### src/rtl/xrc_pkg.sv
package xrc_pkg;

    typedef enum logic [2:0] {
        TX_PLL_WAIT,
        TX_PLL_OK,
        TX_RUN,
        TX_STOP_RDY,
        TX_STOP_PLL,
        TX_HELD
    } tx_state_e;

    typedef enum logic [2:0] {
        RX_REF_WAIT,
        RX_DATA_WAIT,
        RX_DATA_OK,
        RX_RUN,
        RX_STOP_RDY,
        RX_STOP_CDR,
        RX_HELD
    } rx_state_e;

    typedef struct packed {
        logic ready;
        logic pll_locked;
        logic ack;
    } tx_flags_t;

    typedef struct packed {
        logic ready;
        logic lock_ref;
        logic lock_data;
        logic ack;
    } rx_flags_t;

    function automatic tx_flags_t tx_decode(tx_state_e s);
        tx_flags_t f;
        f.ready      = (s == TX_RUN);
        f.pll_locked = (s == TX_PLL_OK) || (s == TX_RUN) || (s == TX_STOP_RDY);
        f.ack        = (s == TX_HELD);
        return f;
    endfunction

    function automatic rx_flags_t rx_decode(rx_state_e s);
        rx_flags_t f;
        f.ready     = (s == RX_RUN);
        f.lock_ref  = (s == RX_DATA_WAIT) || (s == RX_DATA_OK) ||
                      (s == RX_RUN) || (s == RX_STOP_RDY);
        f.lock_data = (s == RX_DATA_OK) || (s == RX_RUN) || (s == RX_STOP_RDY);
        f.ack       = (s == RX_HELD);
        return f;
    endfunction

endpackage

### src/rtl/xrc_sync.sv
module xrc_sync #(
    parameter int STAGES = 2
) (
    input  logic clk,
    input  logic rst,
    input  logic d,
    output logic q
);
    logic [STAGES-1:0] chain;

    always_ff @(posedge clk) begin
        if (rst) chain <= '0;
        else     chain <= {chain[STAGES-2:0], d};
    end

    assign q = chain[STAGES-1];
endmodule

### src/rtl/xrc_lock_timer.sv
module xrc_lock_timer #(
    parameter int LIMIT = 1000
) (
    input  logic clk,
    input  logic rst,
    input  logic count_en,
    output logic expired
);
    localparam int W = $clog2(LIMIT + 1);

    logic [W-1:0] cnt;
    logic         err_q;

    always_ff @(posedge clk) begin
        if (rst) begin
            cnt   <= '0;
            err_q <= 1'b0;
        end else begin
            if (!count_en)                 cnt <= '0;
            else if (cnt != W'(LIMIT))     cnt <= cnt + 1'b1;
            if (count_en && cnt == W'(LIMIT)) err_q <= 1'b1;
        end
    end

    assign expired = err_q;
endmodule

### src/rtl/xrc_tx_seq.sv
module xrc_tx_seq
    import xrc_pkg::*;
#(
    parameter int LOCK_TIMEOUT = 1000
) (
    input  logic      clk,
    input  logic      rst,
    input  logic      req,
    input  logic      pll_lock,
    output tx_flags_t flags,
    output logic      timeout_err
);
    tx_state_e st, nxt;

    always_comb begin
        nxt = st;
        case (st)
            TX_PLL_WAIT: if (req) nxt = TX_STOP_PLL;
                         else if (pll_lock) nxt = TX_PLL_OK;
            TX_PLL_OK:   nxt = req ? TX_STOP_PLL : TX_RUN;
            TX_RUN:      if (req) nxt = TX_STOP_RDY;
            TX_STOP_RDY: nxt = TX_STOP_PLL;
            TX_STOP_PLL: nxt = TX_HELD;
            TX_HELD:     if (!req) nxt = TX_PLL_WAIT;
            default:     nxt = TX_PLL_WAIT;
        endcase
    end

    always_ff @(posedge clk) begin
        if (rst) st <= TX_PLL_WAIT;
        else     st <= nxt;
    end

    assign flags = tx_decode(st);

    xrc_lock_timer #(.LIMIT(LOCK_TIMEOUT)) u_timer (
        .clk      (clk),
        .rst      (rst),
        .count_en ((st == TX_PLL_WAIT) && !pll_lock && !req),
        .expired  (timeout_err)
    );
endmodule

### src/rtl/xrc_rx_seq.sv
module xrc_rx_seq
    import xrc_pkg::*;
#(
    parameter int LOCK_TIMEOUT = 1000
) (
    input  logic      clk,
    input  logic      rst,
    input  logic      req,
    input  logic      ref_lock,
    input  logic      data_lock,
    output rx_flags_t flags,
    output logic      timeout_err
);
    rx_state_e st, nxt;
    logic      waiting;

    always_comb begin
        nxt = st;
        case (st)
            RX_REF_WAIT:  if (req) nxt = RX_STOP_CDR;
                          else if (ref_lock) nxt = RX_DATA_WAIT;
            RX_DATA_WAIT: if (req) nxt = RX_STOP_CDR;
                          else if (data_lock) nxt = RX_DATA_OK;
            RX_DATA_OK:   if (req) nxt = RX_STOP_CDR;
                          else if (!data_lock) nxt = RX_DATA_WAIT;
                          else nxt = RX_RUN;
            RX_RUN:       if (req) nxt = RX_STOP_RDY;
                          else if (!data_lock) nxt = RX_DATA_WAIT;
            RX_STOP_RDY:  nxt = RX_STOP_CDR;
            RX_STOP_CDR:  nxt = RX_HELD;
            RX_HELD:      if (!req) nxt = RX_REF_WAIT;
            default:      nxt = RX_REF_WAIT;
        endcase
    end

    always_ff @(posedge clk) begin
        if (rst) st <= RX_REF_WAIT;
        else     st <= nxt;
    end

    assign flags   = rx_decode(st);
    assign waiting = !req && (((st == RX_REF_WAIT) && !ref_lock) ||
                              ((st == RX_DATA_WAIT) && !data_lock));

    xrc_lock_timer #(.LIMIT(LOCK_TIMEOUT)) u_timer (
        .clk      (clk),
        .rst      (rst),
        .count_en (waiting),
        .expired  (timeout_err)
    );
endmodule

### src/rtl/xcvr_rst_ctrl.sv
module xcvr_rst_ctrl
    import xrc_pkg::*;
#(
    parameter int LOCK_TIMEOUT = 1000,
    parameter int SYNC_STAGES  = 2
) (
    input  logic clk,
    input  logic rst,
    input  logic tx_rst_req,
    input  logic rx_rst_req,
    input  logic pll_lock_raw,
    input  logic ref_lock_raw,
    input  logic data_lock_raw,
    output logic tx_ready,
    output logic tx_pll_locked,
    output logic tx_rst_ack,
    output logic rx_ready,
    output logic rx_lock_ref,
    output logic rx_lock_data,
    output logic rx_rst_ack,
    output logic tx_timeout_err,
    output logic rx_timeout_err
);
    logic      tx_req_s, rx_req_s;
    tx_flags_t tx_f;
    rx_flags_t rx_f;

    xrc_sync #(.STAGES(SYNC_STAGES)) u_tx_sync (
        .clk (clk), .rst (rst), .d (tx_rst_req), .q (tx_req_s)
    );
    xrc_sync #(.STAGES(SYNC_STAGES)) u_rx_sync (
        .clk (clk), .rst (rst), .d (rx_rst_req), .q (rx_req_s)
    );

    xrc_tx_seq #(.LOCK_TIMEOUT(LOCK_TIMEOUT)) u_tx (
        .clk         (clk),
        .rst         (rst),
        .req         (tx_req_s),
        .pll_lock    (pll_lock_raw),
        .flags       (tx_f),
        .timeout_err (tx_timeout_err)
    );

    xrc_rx_seq #(.LOCK_TIMEOUT(LOCK_TIMEOUT)) u_rx (
        .clk         (clk),
        .rst         (rst),
        .req         (rx_req_s),
        .ref_lock    (ref_lock_raw),
        .data_lock   (data_lock_raw),
        .flags       (rx_f),
        .timeout_err (rx_timeout_err)
    );

    assign tx_ready      = tx_f.ready;
    assign tx_pll_locked = tx_f.pll_locked;
    assign tx_rst_ack    = tx_f.ack;
    assign rx_ready      = rx_f.ready;
    assign rx_lock_ref   = rx_f.lock_ref;
    assign rx_lock_data  = rx_f.lock_data;
    assign rx_rst_ack    = rx_f.ack;
endmodule

### config.mk
export PLATFORM = sky130hd
export DESIGN_NAME = xcvr_rst_ctrl
export DESIGN_NICKNAME = d
export VERILOG_FILES = /design/src/rtl/xrc_pkg.sv /design/src/rtl/xrc_sync.sv /design/src/rtl/xrc_lock_timer.sv /design/src/rtl/xrc_tx_seq.sv /design/src/rtl/xrc_rx_seq.sv /design/src/rtl/xcvr_rst_ctrl.sv
export SDC_FILE = /design/constraint.sdc
export NUM_CORES = 1
export LEC_CHECK = 0
export BUFFER_PORTS_ARGS = -buffer_cell sky130_fd_sc_hd__buf_2
export CAP_MARGIN = 0
export CORE_MARGIN = 2
export CORE_UTILIZATION = 50
export CTS_CLUSTER_DIAMETER = 100
export DETAILED_ROUTE_END_ITERATION = 10
export PLACE_DENSITY = 0.8
export SKIP_LAST_GASP = 1
export SLEW_MARGIN = 20
export SYNTH_ARGS = -nofsm -noshare
export SYNTH_HDL_FRONTEND = slang
export SYNTH_SLANG_ARGS = --single-unit
### constraint.sdc
create_clock -name clk -period 1.9 [get_ports clk]
set_input_delay 0.38 -clock clk [delete_from_list [all_inputs] [get_ports clk]]
set_output_delay 0.38 -clock clk [all_outputs]
set_load 0.05 [all_outputs]
## Word-level counts from Yosys, hierarchy flattened

Cells that the tools add are included.

| operators by class | value |
|---|---|
| multiplexer cells | 16 |
| order comparisons | 0 |
| eq/ne operators | 22 |
| bitwise operators | 2 |
| shift operators | 0 |
| reductions and logical operators | 26 |
| $mul | 0 |
| $add $sub $neg | 2 |
| div/mod/pow operators | 0 |

Operators with widths:

| operator | number |
|---|---|
| two-way mux 3 bit | 13 |
| one-hot mux 3 bit (7 select lines) | 1 |
| adder 10 x 1 -> 10 bit, second input constant | 2 |
| equality test 10 bit, second input constant | 2 |
| inequality test 10 bit, second input constant | 2 |
| one-hot mux 3 bit (6 select lines) | 1 |
| equality test 3 bit, second input constant | 5 |
| equality test 3 x 2 -> 1 bit, second input constant | 4 |
| inequality test 3 bit, second input constant | 3 |
| logical OR 1 bit | 8 |
| logical AND 1 bit | 7 |
| equality test 3 x 1 -> 1 bit, second input constant | 2 |
| logical NOT 3 bit | 2 |
| logical NOT 1 bit | 5 |
| inequality test 2 bit, second input constant | 2 |
| AND reduction 4 bit | 1 |
| OR reduction 2 bit | 2 |
| inequality test 3 x 2 -> 1 bit, second input constant | 1 |
| AND reduction 3 bit | 1 |
| two-way mux 2 bit | 1 |
| inequality test 2 x 1 -> 1 bit, second input constant | 1 |
| NOT 1 bit | 2 |

| word-level totals | value |
|---|---|
| word-level logic and storage cells | 76 |
| flip-flop bits (word level) | 32 |
| memories kept | 0 |
| input bits | 7 |
| output and inout bits | 9 |
| latch bits | 0 |
| memory bits (read-only) | 0 |
| bits in writable memories | 0 |

## Longest topological paths before layout

Gate-level depths: netlist of run 1.

| logic depth | value |
|---|---|
| depth after elaboration | 6 |
| mapped depth | 6 |
| gate-level depth less buffers | 6 |

## Hierarchy

A second synthesis of run 1 with hierarchy kept.

| second synthesis, totals | value |
|---|---|
| cell total of the unflattened synthesis | 182 |
| area, all modules | 1587.8 µm² |

By module, submodules not included:

| module | instances | seq. area each (µm²) | area an instance (µm²) | cells each |
|---|---|---|---|---|
| xrc_lock_timer | 2 | 220.2 | 544.3 | 64 |
| xrc_rx_seq | 1 | 60.1 | 232.7 | 27 |
| xrc_tx_seq | 1 | 60.1 | 161.4 | 19 |
| xrc_sync | 2 | 40.0 | 52.6 | 4 |

## Least setup slack after synthesis of run 1

No wires, ideal clock.

| timing | value |
|---|---|
| path kind | flip-flop to output port |
| start | reg u_tx.st[0] |
| end | out tx_rst_ack |
| setup slack | -80 ps |
| path buffers | 0 |
| required time | 1520 ps |
| data arrival time | 1600 ps |
| stages on the path, launching flop included | 3 |
| cells stage by stage | dfxtp_1 inv_1 nor3b_1 |

| between the ends | value |
|---|---|
| word-level cells in the longest chain between the ends | 1 |

Ends and longest elaborated chain:

| what | RTL line | text |
|---|---|---|
| start, declared | xrc_tx_seq.sv:13 | `tx_state_e st, nxt;` |
| start signal, assigned | xrc_tx_seq.sv:31 | `else st <= nxt;` |
| equality test 3 bit | xrc_pkg.sv:39 | `f.ack = (s == TX_HELD);` |
| end, declared | xcvr_rst_ctrl.sv:16 | `output logic tx_rst_ack,` |

Every way passes these cells.

## Final worst setup path of run 1

| timing | value |
|---|---|
| start | reg u_rx.st[0] |
| end | out rx_lock_data |

| between the ends | value |
|---|---|
| word-level cells in the longest chain between the ends | 3 |
| elaborated cells between the ends (all ways) | 5 |
| classes of those cells | eq/ne (3); reduce/logical (2) |

Ends and longest elaborated chain:

| what | RTL line | text |
|---|---|---|
| start, declared | xrc_rx_seq.sv:14 | `rx_state_e st, nxt;` |
| start signal, assigned | xrc_rx_seq.sv:38 | `else st <= nxt;` |
| equality test 3 x 2 -> 1 bit | xrc_pkg.sv:48 | `f.lock_data = (s == RX_DATA_OK) \|\| (s == RX_RUN) \|\| (s == RX_STOP_RDY);` |
| logical OR 1 bit | xrc_pkg.sv:48 |  |
| logical OR 1 bit * | xrc_pkg.sv:48 |  |
| end, declared | xcvr_rst_ctrl.sv:19 | `output logic rx_lock_data,` |

Every way passes the cells marked *; elsewhere a longest branch is shown, timed or not.

==> results of run 1 <==
metrics by stage:
stage | total power [W] | hold slack (ps) | worst slack [ps]
floorplan | 0.000925 | 414 | 286
global placement | 0.000946 | 418 | 348
detailed placement | 0.000957 | 431 | 255
CTS | 0.00138 | 256 | 35.6
global route | 0.00144 | 260 | 22.8
finish | 0.00136 | 272 | 120
cells by family (layout without fill, tap and decap cells):
logic type               count (synthesis)  in the layout  synth area share
AO/OA/AOI/OAI                           21             21            0.0901
flip-flops                              32             32             0.401
AND/OR/NAND/NOR                         79             79             0.305
buffers and inverters                   17             32            0.0556
multiplexers                             4              4            0.0290
XOR/XNOR                                16             16            0.0878
adder cells (fa/ha/maj)                  4              4            0.0313
registers in the layout, indices dropped and copies added (netlist names):
signal / cells
u_rx.u_timer.expired: 1
u_tx.st: 3
u_rx_sync.chain: 2
u_rx.u_timer.cnt: 10
u_rx.st: 3
u_tx.u_timer.cnt: 10
u_tx.u_timer.expired: 1
u_tx_sync.chain: 2
layer usage:
metal	vias up	part of all wire
met1	542	0.46
met2	13	0.49
li1	616	-
met5	-	0
met4	0	0.0096
met3	2	0.036
synthesized netlist by cell type (all sizes together) (2+ instances only):
master / count / area, sq um
dfxtp: 32 / 641
nor2: 27 / 124
a21oi: 12 / 63.8
nand2: 10 / 37.5
xnor2: 10 / 87.6
inv: 9 / 33.8
nand3: 6 / 35.0
nor3: 6 / 35.0
xor2: 6 / 52.6
buf: 5 / 43.8
nor2b: 5 / 31.3
ha: 4 / 50.1
nand2b: 4 / 25.0
and3: 3 / 18.8
and3b: 3 / 26.3
clkbuf: 3 / 11.3
nor4: 3 / 40.0
mux2: 2 / 26.3
mux2i: 2 / 20.0
nand4: 2 / 12.5
nand4b: 2 / 23.8
nor3b: 2 / 15.0
or3b: 2 / 17.5
worst max path at each step:
stage | startpoint | endpoint | slack [ps]
global placement | u_rx.st[0] | u_rx.u_timer.cnt[2] | 350
global route | u_rx.st[0] | rx_lock_data | 20
finish | u_rx.st[0] | rx_lock_data | 120
CTS | u_rx.st[0] | rx_lock_data | 40
detailed placement | u_rx.st[0] | u_rx.u_timer.cnt[2] | 260
floorplan | u_rx.st[1] | rx_lock_ref | 290
timing repair:
action,CTS,global route
endpoints found under the hold margin,0,0
setup endpoints to repair,1,2
resized for setup,2,1
final cells by class:
type	count	share of cell area
inverter	9	0.0192
timing repair buffer	16	0.0469
multi-input combinational	124	0.501
sequential	32	0.365
tap	44	0.0312
clock buffer	7	0.0369
power groups by stage:
| stage | sequential, W | combinational (W) | clock, W |
|---|---|---|---|
| 6_report | 0.000734 | 0.000210 | 0.000416 |
| 2_1_floorplan | 0.000722 | 0.000203 | 0 |
| 4_1_cts | 0.000732 | 0.000211 | 0.000436 |
| 5_1_grt | 0.000738 | 0.000231 | 0.000472 |
| 3_3_place_gp | 0.000742 | 0.000203 | 0 |
| 3_5_place_dp | 0.000746 | 0.000210 | 0 |
placed cells by master, fill, tap and decap left out, types with 3 or more instances in the layout:
cell type  instances
dfxtp_1           30
xnor2_1            9
inv_1              9
a21oi_1           11
nand2_1           10
clkbuf_4           5
nor2_2            10
and3_1             3
buf_2             15
and3b_1            3
nor3_1             5
ha_1               4
nand3_1            5
nor2b_1            5
nand2b_1           4
xor2_1             6
nor2_1            17
==> flow_metrics.py, run 1 <==
metrics = {
    "global_routing": {
        "grt_usage": 0.172,
        "grt_util_met3": 0.0704,
        "grt_busiest_layer": "met2",
        "globalRouteOverflowTotal": 0,
        "grt.met1_usage": 0.184,
        "antenna_found_initial": 0,
        "met2_usage": 0.295,
        "grt_max_degree": 14,
        "grt_pass1_vias": 1100,
        "grt_pass1_wl_um": 4480,
    },
    "power": {
        "ir_drop_mv": 0.453,
        "power.switching_w": 0.000379,
        "swShare": 0.278,
        "p_leak_nw": 0.639,
        "p_per_area_mw_per_mm2": 771,
        "seqPwrFrac": 0.540,
        "clockPowerShare": 0.306,
        "p_int_w": 0.000981,
        "p_comb_frac": 0.154,
    },
    "worst_setup_path": {
        "rr_startpoint": "u_rx.st[0]",
        "crit_slowest_cell": "dfxtp_1",
        "cp.depth": 3,
        "cp_top_family": "flip-flops",
        "cp_max_fo": 9,
        "reg2reg_depth": 4,
        "crit_arrival_ps": 1400,
        "critPathCaptureType": "output pin",
        "path_class": "register to output pin",
        "cp_num_buf_inv": 1,
        "worstSetupStartpointType": "register",
        "r2r-end": "u_rx.u_timer.cnt[8]",
        "cp_cell_sequence": "nor2_2 > mux2_2 > buf_2",
        "rrSetupSlack_ps": 220,
        "cp.required_ps": 1520,
        "critPathMaxStageDelay_ps": 490,
    },
    "synthesis": {
        "synth-main-ff-cell": "dfxtp_1",
        "synth_area_per_cell_sq_um": 9.23,
        "ys_warn_count": 0,
        "async_reset_ff_frac": 0,
        "yosysUniqueCellTypes": 45,
        "ys_seq_area_frac": 0.401,
        "synthCells": 173,
        "synth_edf_count": 0,
        "syn_nets": 184,
        "syn_area_sq_mm": 0.00160,
        "synth_seq_cells": 32,
    },
    "timing": {
        "timing.slew.headroom": 0.608,
        "setup_violations": 0,
        "setup_tns_ps": 0,
        "worst_slew_pin_slew_ps": 588,
        "rsz0062_at_grt": "false",
        "period_minus_slack_ps": 1780,
        "max_freq_mhz": 562,
        "slew_viol_final": 0,
        "post-route-period-util": 0.937,
        "hold_viol": 0,
        "skew_ps": 6.85,
    },
    "detailed_routing": {
        "route.detailed.drc": 0,
        "drtAntennaViolNets": 0,
        "vias": 1173,
        "drt_wl_total_um": 2610,
        "dr.pass1.iters": 4,
        "via_per_inst": 5.06,
        "initialDrtViolationCount": 38,
        "avgRoutedWirePerCell_um": 11.3,
    },
    "final_layout": {
        "finalInstanceArea_sq_mm": 0.00176,
        "fin_cells": 232,
        "multiInputGateArea_sq_um": 882,
        "post-route-util": 0.577,
        "nFillCells": 277,
        "drive_gt1_frac": 0.250,
        "n_antenna_cell": 0,
        "seqCellArea_sq_um": 643,
        "final_nets": 199,
        "syn2layout_area_growth_pct": 10.3,
    },
    "worst_hold_path": {
        "min_from": "tx_rst_req",
        "min_to": "u_tx_sync.chain[0]",
        "hold_path.class": "input pin to register",
        "worstHoldPathCells": 2,
    },
    "place": {
        "placed_area_sq_mm": 0.00169,
        "dp_hpwl_um": 1950,
        "placedCellCount": 225,
        "routabilityCongestion": 0.890,
        "io_buffers": 15,
    },
    "floorplanning": {
        "die-area_sq_mm": 0.00366,
        "ios": 16,
        "start_util": 0.523,
        "die_y_um": 60.5,
        "fp.dieW_um": 60.5,
        "fp-row-count": 20,
        "coreArea_sq_mm": 0.00305,
    },
    "clocking": {
        "cts.sinks": 32,
        "clk_pin_slew_ps": 80,
        "cts_made_buffers": 5,
        "htree_levels": 2,
        "holdBufCountCts": 0,
        "clockBufferDepth": 2,
        "post_cts_buffers": 0,
        "insertion_delay_ps": 320,
        "root_buffer": "clkbuf_4",
        "cts_tree": "yes",
    },
    "flow_run": {
        "drv_cap": 0,
    },
    "run_status": {
        "status": "finished, final reports clean",
    },
}
Power figures use the tool's default switching activity.
==> run 2, diff against run 1 <==
--- a/config.mk
+++ b/config.mk
@@ -11,7 +11,7 @@
 export CORE_UTILIZATION = 50
 export CTS_CLUSTER_DIAMETER = 100
 export DETAILED_ROUTE_END_ITERATION = 10
-export PLACE_DENSITY = 0.8
+export PLACE_DENSITY_LB_ADDON = 0.05
 export SKIP_LAST_GASP = 1
 export SLEW_MARGIN = 20
 export SYNTH_ARGS = -nofsm -noshare
==> flow_metrics.py, run 2 (synthesized netlist as in run 1, its figures left out) <==
metrics = {
    "clocking": {
        "clk_pin_slew_ps": 100,
        "htree_levels": 2,
        "cts_made_buffers": 5,
        "cts.sinks": 32,
        "post_cts_buffers": 0,
        "insertion_delay_ps": 330,
        "root_buffer": "clkbuf_4",
        "clockBufferDepth": 2,
        "cts_tree": "yes",
    },
    "worst_setup_path": {
        "reg2reg_depth": 4,
        "cp_max_fo": 13,
        "path_class": "register to output pin",
        "rr_startpoint": "u_rx.st[0]",
        "critPathCaptureType": "output pin",
        "rrSetupSlack_ps": 300,
        "r2r-end": "u_rx.u_timer.cnt[2]",
        "worstSetupStartpointType": "register",
        "cp.required_ps": 1520,
        "crit_arrival_ps": 1410,
    },
    "detailed_routing": {
        "initialDrtViolationCount": 26,
        "avgRoutedWirePerCell_um": 11.2,
        "drt_wl_total_um": 2610,
        "dr.pass1.iters": 3,
        "vias": 1187,
        "via_per_inst": 5.09,
        "route.detailed.drc": 0,
        "drtAntennaViolNets": 0,
    },
    "timing": {
        "post-route-period-util": 0.942,
        "worst_slew_pin_slew_ps": 579,
        "setup_violations": 0,
        "timing.slew.headroom": 0.614,
        "setup_tns_ps": 0,
        "period_minus_slack_ps": 1790,
        "rsz0062_at_grt": "false",
        "max_freq_mhz": 559,
        "hold_viol": 0,
        "slew_viol_final": 0,
        "skew_ps": 5.96,
    },
    "final_layout": {
        "post-route-util": 0.587,
        "n_antenna_cell": 0,
        "drive_gt1_frac": 0.259,
        "most-common-layout-cells": "dfxtp_1 (29), nor2_1 (17), buf_2 (15), a21oi_1 (11)",
        "largest_registers": "u_rx.u_timer.cnt (10), u_tx.u_timer.cnt (10)",
        "syn2layout_area_growth_pct": 12.3,
        "final_common_cell": "dfxtp_1",
        "final_nets": 199,
    },
    "power": {
        "power.total_w": 0.00152,
        "p_per_area_mw_per_mm2": 848,
        "ir_drop_mv": 0.514,
        "p_leak_nw": 0.653,
    },
    "floorplanning": {
        "ios": 16,
        "fp.dieW_um": 60.5,
        "die_y_um": 60.5,
        "start_util": 0.523,
        "die-area_sq_mm": 0.00366,
        "coreArea_sq_mm": 0.00305,
        "fp-row-count": 20,
    },
    "place": {
        "routabilityCongestion": 0.742,
        "io_buffers": 15,
        "dp_hpwl_um": 1920,
    },
    "flow_run": {
        "drv_cap": 0,
    },
    "worst_hold_path": {
        "min_from": "rx_rst_req",
        "worstHoldPathCells": 2,
        "hold_path.class": "input pin to register",
        "min_to": "u_rx_sync.chain[0]",
    },
    "run_status": {
        "status": "finished, final reports clean",
    },
    "global_routing": {
        "grt_pass1_vias": 1131,
        "globalRouteOverflowTotal": 0,
        "grt_pass1_wl_um": 4590,
        "grt_max_degree": 15,
        "grt_usage": 0.172,
        "antenna_found_initial": 0,
    },
}
-- run 2: repair_timing --
action,CTS,global route
setup endpoints to repair,1,2
gates resized for setup,2,2
hold buffers,0,0
cloned,0,0
-- run 2: critical path, cell delays in order, from the launching register on --
cell	delay [ps]
dfxtp_2	500
mux2_2	370
buf_2	210
-- run 2: routing by layer --
metal | track usage | part of all wire | vias to the layer above
met2 | 0.306 | 0.50 | 13
met5 | 0 | 0 | -
met1 | 0.180 | 0.44 | 554
met3 | 0.0768 | 0.037 | 5
li1 | - | - | 615
met4 | 0.0652 | 0.016 | 0
-- run 2: how the worst max path moves through the flow --
stage,start,slack [ps],cells after the start,to
5_1_grt,u_rx.st[2],40,2,rx_lock_data
6_report,u_rx.st[2],110,2,rx_lock_data
3_5_place_dp,u_rx.st[0],220,4,u_rx.u_timer.cnt[2]
4_1_cts,u_rx.st[0],30,3,rx_lock_data
2_1_floorplan,u_rx.st[1],290,3,rx_lock_ref
3_3_place_gp,u_rx.st[0],320,4,u_rx.u_timer.cnt[2]
-- run 2: report_power, final --
group / switching, W / total, W / leakage, nW / internal [W]
combinational: 0.000130 / 0.000209 / 0.340 / 0.0000782
sequential: 0.0000404 / 0.000735 / 0.261 / 0.000694
clock: 0.000228 / 0.000578 / 0.0515 / 0.000349
-- run 2: final cells by class --
class	count	area, sq um
clock buffer	7	65.1
clock inverter	1	30.0
fill	283	1260
inverter	9	33.8
multi-input combinational	124	882
sequential	32	644
tap	44	55.1
timing repair buffer	16	82.6
-- run 2: through the flow --
stage               instances  setup slack, ps  hold WS (ps)  instance area (sq um)
floorplan                 173              286           414                   1610
global placement          225              319           420                   1690
detailed placement        225              220           429                   1690
CTS                       233             28.3           242                   1790
global route              233             38.1           234                   1790
finish                    233              110           259                   1790
==> run 3, diff against run 2 <==
--- a/config.mk
+++ b/config.mk
@@ -9,6 +9,7 @@
 export CAP_MARGIN = 0
 export CORE_MARGIN = 2
 export CORE_UTILIZATION = 50
+export CTS_BUF_LIST = sky130_fd_sc_hd__clkbuf_16
 export CTS_CLUSTER_DIAMETER = 100
 export DETAILED_ROUTE_END_ITERATION = 10
 export PLACE_DENSITY_LB_ADDON = 0.05
==> flow_metrics.py, run 3 (synthesized netlist as in run 1, its figures left out) <==
metrics = {
    "detailed_routing": {
        "drt_wl_total_um": 2650,
        "route.detailed.drc": 0,
        "via_per_inst": 5.04,
        "drtAntennaViolNets": 0,
        "routed.top_layer": "met4",
        "avgRoutedWirePerCell_um": 11.4,
        "dr.pass1.iters": 5,
        "wl_met1_um": 1210,
        "wl_met3_um": 89,
        "met2_length_um": 1280,
        "vias": 1175,
        "initialDrtViolationCount": 30,
    },
    "clocking": {
        "insertion_delay_ps": 270,
        "holdBufCountCts": 0,
        "cts.sinks": 32,
        "htree_levels": 2,
        "clockBufferDepth": 2,
        "cts_tree": "yes",
        "clk_pin_slew_ps": 50,
        "root_buffer": "clkbuf_16",
        "cts_made_buffers": 5,
    },
    "flow_run": {
        "drv_cap": 0,
    },
    "global_routing": {
        "antenna_found_initial": 0,
        "grt_pass1_wl_um": 4630,
        "grt_pass1_vias": 1115,
        "grt_usage": 0.177,
        "grt_max_degree": 15,
        "globalRouteOverflowTotal": 0,
    },
    "worst_setup_path": {
        "cp_max_fo": 9,
        "cp_cell_sequence": "nor2_1 > mux2_2 > buf_2",
        "crit_arrival_ps": 1410,
        "worstSetupStartpointType": "register",
        "cp.required_ps": 1520,
        "reg2reg_depth": 4,
        "path_class": "register to output pin",
        "crit_slowest_cell": "dfxtp_1",
        "critPathCaptureType": "output pin",
        "critPathMaxStageDelay_ps": 480,
    },
    "timing": {
        "rsz0062_at_grt": "false",
        "setup_tns_ps": 0,
        "timing.slew.headroom": 0.609,
        "slew_viol_final": 0,
        "post-route-period-util": 0.941,
        "hold_viol": 0,
        "period_minus_slack_ps": 1790,
        "worst_slew_pin_slew_ps": 586,
        "setup_violations": 0,
        "max_freq_mhz": 559,
        "skew_ps": 2.47,
    },
    "final_layout": {
        "drive_gt1_frac": 0.238,
        "largest_registers": "u_rx.u_timer.cnt (10), u_tx.u_timer.cnt (10)",
        "final_common_cell": "dfxtp_1",
        "syn2layout_area_growth_pct": 16.3,
        "fin_cells": 233,
        "final_nets": 199,
        "n_antenna_cell": 0,
        "most-common-layout-cells": "dfxtp_1 (30), nor2_1 (18), buf_2 (15), a21oi_1 (11), nand2_1 (10)",
    },
    "place": {
        "routabilityCongestion": 0.742,
        "placedCellCount": 225,
        "dp_hpwl_um": 1920,
        "io_buffers": 15,
    },
    "floorplanning": {
        "fp-row-count": 20,
        "coreArea_sq_mm": 0.00305,
        "fp.dieW_um": 60.5,
        "die-area_sq_mm": 0.00366,
        "ios": 16,
        "start_util": 0.523,
        "die_y_um": 60.5,
    },
    "power": {
        "p_per_area_mw_per_mm2": 983,
        "ir_drop_mv": 0.554,
        "p_leak_nw": 0.680,
    },
    "worst_hold_path": {
        "worstHoldPathCells": 2,
        "hold_path.class": "input pin to register",
    },
    "run_status": {
        "status": "finished, final reports clean",
    },
}
run 3: per-stage QoR:
stage / utilization / setup slack (ps) / cell area (sq um) / hold slack [ps] / total power [W]
4_1_cts: 0.607 / 9.77 / 1850 / 308 / 0.00185
6_report: 0.608 / 112 / 1860 / 314 / 0.00183
3_5_place_dp: 0.554 / 220 / 1690 / 429 / 0.000956
5_1_grt: 0.608 / 23.2 / 1860 / 321 / 0.00191
2_1_floorplan: - / 286 / 1610 / 414 / 0.000925
3_3_place_gp: 0.554 / 319 / 1690 / 420 / 0.000948
run 3: repair_timing:
action	CTS	global route
setup buffers	0	0
resized for setup	0	2
endpoints found under the setup margin	0	1
run 3: path summary, 6_finish.rpt:
check,startpoint,to,slack (ps)
worst max-delay path,u_rx.st[0],rx_lock_data,110
worst min-delay path,tx_rst_req,u_tx_sync.chain[0],310
worst max register to register,u_rx.st[0],u_rx.u_timer.cnt[2],230
worst min register to register,u_rx_sync.chain[0],u_rx_sync.chain[1],440
run 3: power breakdown:
group          internal [W]  switching [W]
sequential         0.000696      0.0000388
combinational     0.0000773       0.000131
clock              0.000608       0.000275
total               0.00138       0.000444
run 3: area by class of cell:
cell class              instances  area [sq um]
multi-input cells             124           880
well taps                      44          55.1
flip-flops and latches         32           643
repair buffers                 16          82.6
fillers                       279          1200
clock buffers                   5           125
inverters                       9          33.8
clock inverters                 3          37.5
run 3: worst max-delay path: cells and delay by family, from the launching register on:
kind | cells | cell delay [ps]
buffers and inverters | 1 | 210
DFF | 1 | 480
muxes | 1 | 290
and+or+nand+nor | 1 | 150
run 3: layer usage:
layer  vias up  global-route usage
met5         -                   0
met4         0               0.102
met3         6              0.0704
met2        20               0.300
met1       539               0.186
li1        610                   -
